--- src/rtl/mstage_pkg.sv ---
package mstage_pkg;
  localparam logic [2:0] LS_CLASS = 3'b111;

  typedef enum logic [1:0] {
    SZ_BYTE = 2'd0,
    SZ_HALF = 2'd1,
    SZ_WORD = 2'd3
  } size_e;

  typedef struct packed {
    logic  load;
    logic  store;
    logic  unsgn;
    size_e size;
  } acc_t;
endpackage

--- src/rtl/mstage_decode.sv ---
module mstage_decode
  import mstage_pkg::*;
#(
  parameter int OP_W = 8
) (
  input  logic [OP_W-1:0] op,
  output acc_t            acc
);
  localparam int CLS_W = 3;

  always_comb begin
    acc = '{load: 1'b0, store: 1'b0, unsgn: 1'b0, size: SZ_WORD};
    if (op[OP_W-1 -: CLS_W] == LS_CLASS) begin
      case (op[4:0])
        5'b00000: acc = '{load: 1'b1, store: 1'b0, unsgn: 1'b0, size: SZ_BYTE};
        5'b00100: acc = '{load: 1'b1, store: 1'b0, unsgn: 1'b1, size: SZ_BYTE};
        5'b00001: acc = '{load: 1'b1, store: 1'b0, unsgn: 1'b0, size: SZ_HALF};
        5'b00101: acc = '{load: 1'b1, store: 1'b0, unsgn: 1'b1, size: SZ_HALF};
        5'b00011: acc = '{load: 1'b1, store: 1'b0, unsgn: 1'b0, size: SZ_WORD};
        5'b01000: acc = '{load: 1'b0, store: 1'b1, unsgn: 1'b0, size: SZ_BYTE};
        5'b01001: acc = '{load: 1'b0, store: 1'b1, unsgn: 1'b0, size: SZ_HALF};
        5'b01011: acc = '{load: 1'b0, store: 1'b1, unsgn: 1'b0, size: SZ_WORD};
        default: ;
      endcase
    end
    // a decoded access is never both a load and a store
    assert_one_kind_R3: assert (!(acc.load && acc.store))
      else $error("decode produced load and store together");
  end
endmodule

--- src/rtl/mstage_lane.sv ---
module mstage_lane
  import mstage_pkg::*;
#(
  parameter int DATA_W = 32,
  parameter int BYTE_W = 8,
  localparam int LANES = DATA_W / BYTE_W,
  localparam int OFF_W = $clog2(LANES)
) (
  input  acc_t              acc,
  input  logic [OFF_W-1:0]  off,
  input  logic [DATA_W-1:0] store_val,
  output logic [LANES-1:0]  lane,
  output logic [DATA_W-1:0] wdata
);
  localparam int HALF_W = 2 * BYTE_W;

  always_comb begin
    lane  = '0;
    wdata = '0;
    if (acc.load || acc.store) begin
      for (int i = 0; i < LANES; i++) begin
        case (acc.size)
          SZ_BYTE: lane[i] = (i == LANES - 1 - int'(off));
          SZ_HALF: lane[i] = off[OFF_W-1] ? (i < LANES / 2) : (i >= LANES / 2);
          default: lane[i] = 1'b1;
        endcase
      end
    end
    if (acc.store) begin
      case (acc.size)
        SZ_BYTE: wdata = {LANES{store_val[BYTE_W-1:0]}};
        SZ_HALF: wdata = {(LANES / 2){store_val[HALF_W-1:0]}};
        default: wdata = store_val;
      endcase
    end
    // an active access enables one, two or all lanes
    if (acc.load || acc.store) begin
      assert_lane_shape_R4: assert ($countones(lane) == 1 || $countones(lane) == 2
                                    || $countones(lane) == LANES)
        else $error("lane mask has an illegal width");
    end
  end
endmodule

--- src/rtl/mstage_extract.sv ---
module mstage_extract
  import mstage_pkg::*;
#(
  parameter int DATA_W = 32,
  parameter int BYTE_W = 8,
  localparam int LANES = DATA_W / BYTE_W,
  localparam int OFF_W = $clog2(LANES)
) (
  input  acc_t              acc,
  input  logic [OFF_W-1:0]  off,
  input  logic [DATA_W-1:0] rd_word,
  output logic [DATA_W-1:0] value
);
  localparam int HALF_W = 2 * BYTE_W;

  logic [BYTE_W-1:0] pick_b;
  logic [HALF_W-1:0] pick_h;

  always_comb begin
    pick_b = rd_word[(LANES - 1 - int'(off)) * BYTE_W +: BYTE_W];
    pick_h = off[OFF_W-1] ? rd_word[HALF_W-1:0] : rd_word[DATA_W-1 -: HALF_W];
    case (acc.size)
      SZ_BYTE: value = {{(DATA_W - BYTE_W){pick_b[BYTE_W-1] & ~acc.unsgn}}, pick_b};
      SZ_HALF: value = {{(DATA_W - HALF_W){pick_h[HALF_W-1] & ~acc.unsgn}}, pick_h};
      default: value = rd_word;
    endcase
    // zero extension leaves the upper bits clear
    if (acc.load && acc.unsgn && acc.size == SZ_BYTE) begin
      assert_unsigned_top_R7: assert (value[DATA_W-1:BYTE_W] == '0)
        else $error("unsigned byte load carries upper bits");
    end
  end
endmodule

--- src/rtl/mstage_top.sv ---
module mstage_top
  import mstage_pkg::*;
#(
  parameter int DATA_W = 32,
  parameter int REG_AW = 5,
  parameter int OP_W   = 8,
  parameter int BYTE_W = 8,
  localparam int LANES = DATA_W / BYTE_W,
  localparam int OFF_W = $clog2(LANES)
) (
  input  logic              rst,
  input  logic [OP_W-1:0]   op_i,
  input  logic [DATA_W-1:0] addr_i,
  input  logic [DATA_W-1:0] store_val_i,
  input  logic [REG_AW-1:0] dst_i,
  input  logic              dst_we_i,
  input  logic [DATA_W-1:0] result_i,
  input  logic [DATA_W-1:0] hi_i,
  input  logic [DATA_W-1:0] lo_i,
  input  logic              hilo_we_i,
  input  logic [DATA_W-1:0] rd_word_i,
  output logic [REG_AW-1:0] dst_o,
  output logic              dst_we_o,
  output logic [DATA_W-1:0] result_o,
  output logic [DATA_W-1:0] hi_o,
  output logic [DATA_W-1:0] lo_o,
  output logic              hilo_we_o,
  output logic [DATA_W-1:0] mem_addr_o,
  output logic              mem_ce_o,
  output logic              mem_we_o,
  output logic [LANES-1:0]  mem_lane_o,
  output logic [DATA_W-1:0] mem_wdata_o
);
  acc_t              acc;
  logic [LANES-1:0]  lane;
  logic [DATA_W-1:0] wdata;
  logic [DATA_W-1:0] ld_value;
  logic [OFF_W-1:0]  off;

  assign off = addr_i[OFF_W-1:0];

  mstage_decode #(.OP_W(OP_W)) u_dec (.op(op_i), .acc(acc));

  mstage_lane #(.DATA_W(DATA_W), .BYTE_W(BYTE_W)) u_lane (
    .acc(acc), .off(off), .store_val(store_val_i), .lane(lane), .wdata(wdata)
  );

  mstage_extract #(.DATA_W(DATA_W), .BYTE_W(BYTE_W)) u_ext (
    .acc(acc), .off(off), .rd_word(rd_word_i), .value(ld_value)
  );

  always_comb begin
    dst_o       = '0;
    dst_we_o    = 1'b0;
    result_o    = '0;
    hi_o        = '0;
    lo_o        = '0;
    hilo_we_o   = 1'b0;
    mem_addr_o  = '0;
    mem_ce_o    = 1'b0;
    mem_we_o    = 1'b0;
    mem_lane_o  = '0;
    mem_wdata_o = '0;
    if (!rst) begin
      dst_o     = dst_i;
      dst_we_o  = dst_we_i;
      result_o  = result_i;
      hi_o      = hi_i;
      lo_o      = lo_i;
      hilo_we_o = hilo_we_i;
      if (acc.load || acc.store) begin
        mem_addr_o = addr_i;
        mem_ce_o   = 1'b1;
        mem_lane_o = lane;
      end
      if (acc.store) begin
        mem_we_o    = 1'b1;
        mem_wdata_o = wdata;
        dst_we_o    = 1'b0;
      end
      if (acc.load) begin
        dst_we_o = 1'b1;
        result_o = ld_value;
      end
    end
  end

  always_comb begin
    // reset keeps memory idle
    if (rst) begin
      assert_reset_quiet_R1: assert (!mem_ce_o && !mem_we_o && mem_lane_o == '0)
        else $error("memory active during reset");
    end
    // a write never also writes a register, and needs chip enable
    if (mem_we_o) begin
      assert_store_no_regwrite_R8: assert (!dst_we_o && mem_ce_o)
        else $error("store drives register write or lacks chip enable");
    end
  end
endmodule

--- config.mk ---
export PLATFORM = sky130hd
export DESIGN_NAME = mstage_top
export DESIGN_NICKNAME = d
export VERILOG_FILES = /design/src/rtl/mstage_pkg.sv /design/src/rtl/mstage_decode.sv /design/src/rtl/mstage_lane.sv /design/src/rtl/mstage_extract.sv /design/src/rtl/mstage_top.sv
export SDC_FILE = /design/constraint.sdc
export NUM_CORES = 1
export LEC_CHECK = 0
export BUFFER_PORTS_ARGS = -buffer_cell sky130_fd_sc_hd__buf_4
export CAP_MARGIN = 20
export CORE_AREA = 2 2 149 151
export DETAILED_ROUTE_END_ITERATION = 16
export DIE_AREA = 0 0 151 153
export GPL_TIMING_DRIVEN = 0
export PLACE_DENSITY = 0.48
export SYNTH_ARGS = -nofsm -noshare
export SYNTH_HDL_FRONTEND = slang
export SYNTH_SLANG_ARGS = --single-unit
--- constraint.sdc ---
create_clock -name vclk -period 6.2
set_clock_uncertainty 0.2 [all_clocks]
set_input_delay 1.24 -clock vclk [all_inputs]
set_output_delay 1.24 -clock vclk [all_outputs]
set_load 0.01 [all_outputs]
==> results.cfg <==
[cells_and_area]
n_clock_buffer = 0
layout_commonest_cell = buf_4
drive_gt1_frac = 0.5357
fin_nets = 981
layoutNonFillerInstCount = 1054
multi_input_area_sq_um = 2376
seqCellArea_sq_um = 0
syn2layout_area_growth_pct = 126.4
fillers = 2449
fin_area_sq_um = 5751
final_cell_mix = buf_4, nor2b_1, and2_1
seq_cell_count = 0

[global_route]
grt_max_degree = 11
first_global_vias = 4402
track_usage = 0.1516
grt_pass1_wl_um = 27110
antenna_found_initial = 5
gr-total-overflow = 0

[setup_path]
end_kind = output pin
crit_start = op_i[1]
cp.required_ns = 4.76
cp_max_fo = 10
cp.arrival_ns = 3.34
crit_type = in -> out
startpoint_type = input port

[routing]
postRouteAntennaNets = 0
avgRoutedWirePerCell_um = 18.17
firstDrtPassIters = 4
drc_errors = 0
wl_um = 19150
drt_iter0_markers = 211
via_count = 4389
vias_per_cell = 4.164

[die]
dieWidth_um = 151
dieHeight_um = 153
num_rows = 54
initial_core_util = 0.1182
dieArea_sq_um = 23100
design.core.area_sq_um = 21490
ios = 381

[placed_design]
hpwlAfterDp_um = 16770
portBuffers = 380
dpl.cell_count = 1051
gp_congestion = 0.7967
place_area_sq_um = 5743

[yosys]
syn-cell-area_sq_um = 2540
syn_inst = 391
yosys.cell_types.count = 45
synth_top_cell_by_area = nor2b_1
yosys_warnings = 0
synth_top_cell_area_share = 0.1921
synthTopCellsByArea = nor2b_1, and2_1, nor2_1
seq_area_frac_synth = 0
synth_nets = 599
avgSynthCellArea_sq_um = 6.496

[timing]
slew_violations = 0
slew_headroom = 0.3347
fmax_ghz = 0.2092
tightest_slew_ns = 0.9903
grt_setup_unrepaired = no
final.setup.tns_ns = 0
period_minus_slack_ns = 4.779
hold_violations = 0
timing.final.crit_share = 0.7708
setup_viol = 0

[cts]
cts_hold_buf = 0
postCtsSetupRepairBufs = 0
cts_resized = 0

[hold_path]
min_path_cells = 3
holdCritPathClass = in -> out
min_from = addr_i[19]

[power_and_ir_drop]
power.density_nw_per_um2 = 53.45
finalPower_mw = 0.3074
power_leakage_nw = 2.732
ir_worst_vdd_v = 0.00002382

[outcome]
status = complete, no violations

[flow_run]
max-cap-violations = 0
## path summary, 6_finish.rpt
kind / end
min: mem_addr_o[19]
max: result_o[6]
## cell type report
type	count	share of cell area
Tap cell	280	0.06092
Timing Repair Buffer	380	0.4961
Inverter	3	0.001958
Buffer	36	0.02654
Multi-Input combinational cell	352	0.4132
Antenna cell	3	0.001305
## critical path: stages
cell and delay, ns:
buf_4 0.12, buf_2 0.17, nor2b_1 0.19, nor3_2 0.37, clkbuf_1 0.49, o2111ai_1 0.20
a311oi_1 0.36, buf_4 0.20
## through the flow
step                utilization  hold slack [ns]  setup slack [ns]
finish                   0.2676            2.563             1.421
global route             0.2675            2.574             1.253
CTS                      0.2673            2.564             1.433
detailed placement       0.2673            2.563             1.445
global placement         0.2673            2.565             1.440
floorplan                     -            2.390             2.112
## cell families (layout without fill, tap and decap cells)
family                 Yosys count  in the layout  synth area share
AO/OA/AOI/OAI                  104            104            0.3355
AND/OR/NAND/NOR                228            228            0.5128
multiplexers                    20             20           0.08720
other                            0              3                 0
buffers and inverters           39            419           0.06453
## power by group
group | internal [mW] | switching [mW] | leakage [nW] | total (mW)
Combinational | 0.172 | 0.135 | 2.73 | 0.307
Sequential | 0 | 0 | 0 | 0
Clock | 0.0000000648 | 0 | 0.0000190 | 0.0000000648
## per-layer routing
layer  part of all wire  track usage
met1               0.39       0.1839
met2               0.50       0.2712
met3               0.11      0.04746
met4             0.0046      0.01202
met5            0.00068            0
## synthesized netlist by cell type (all sizes together), types with 2 or more instances
cell / number
nor2b: 78
and2: 40
nor2: 37
clkbuf: 25
nand2: 25
a21oi: 21
o2bb2ai: 16
mux2i: 12
o21ai: 12
a211oi: 11
buf: 11
nand3: 11
nor3: 11
a311oi: 8
a221oi: 7
mux2: 7
o2111ai: 7
o41ai: 7
or4: 7
nand3b: 6
o21a: 6
nand2b: 5
a211o: 3
nor4: 3
inv: 2
Power figures use the tool's default switching activity.
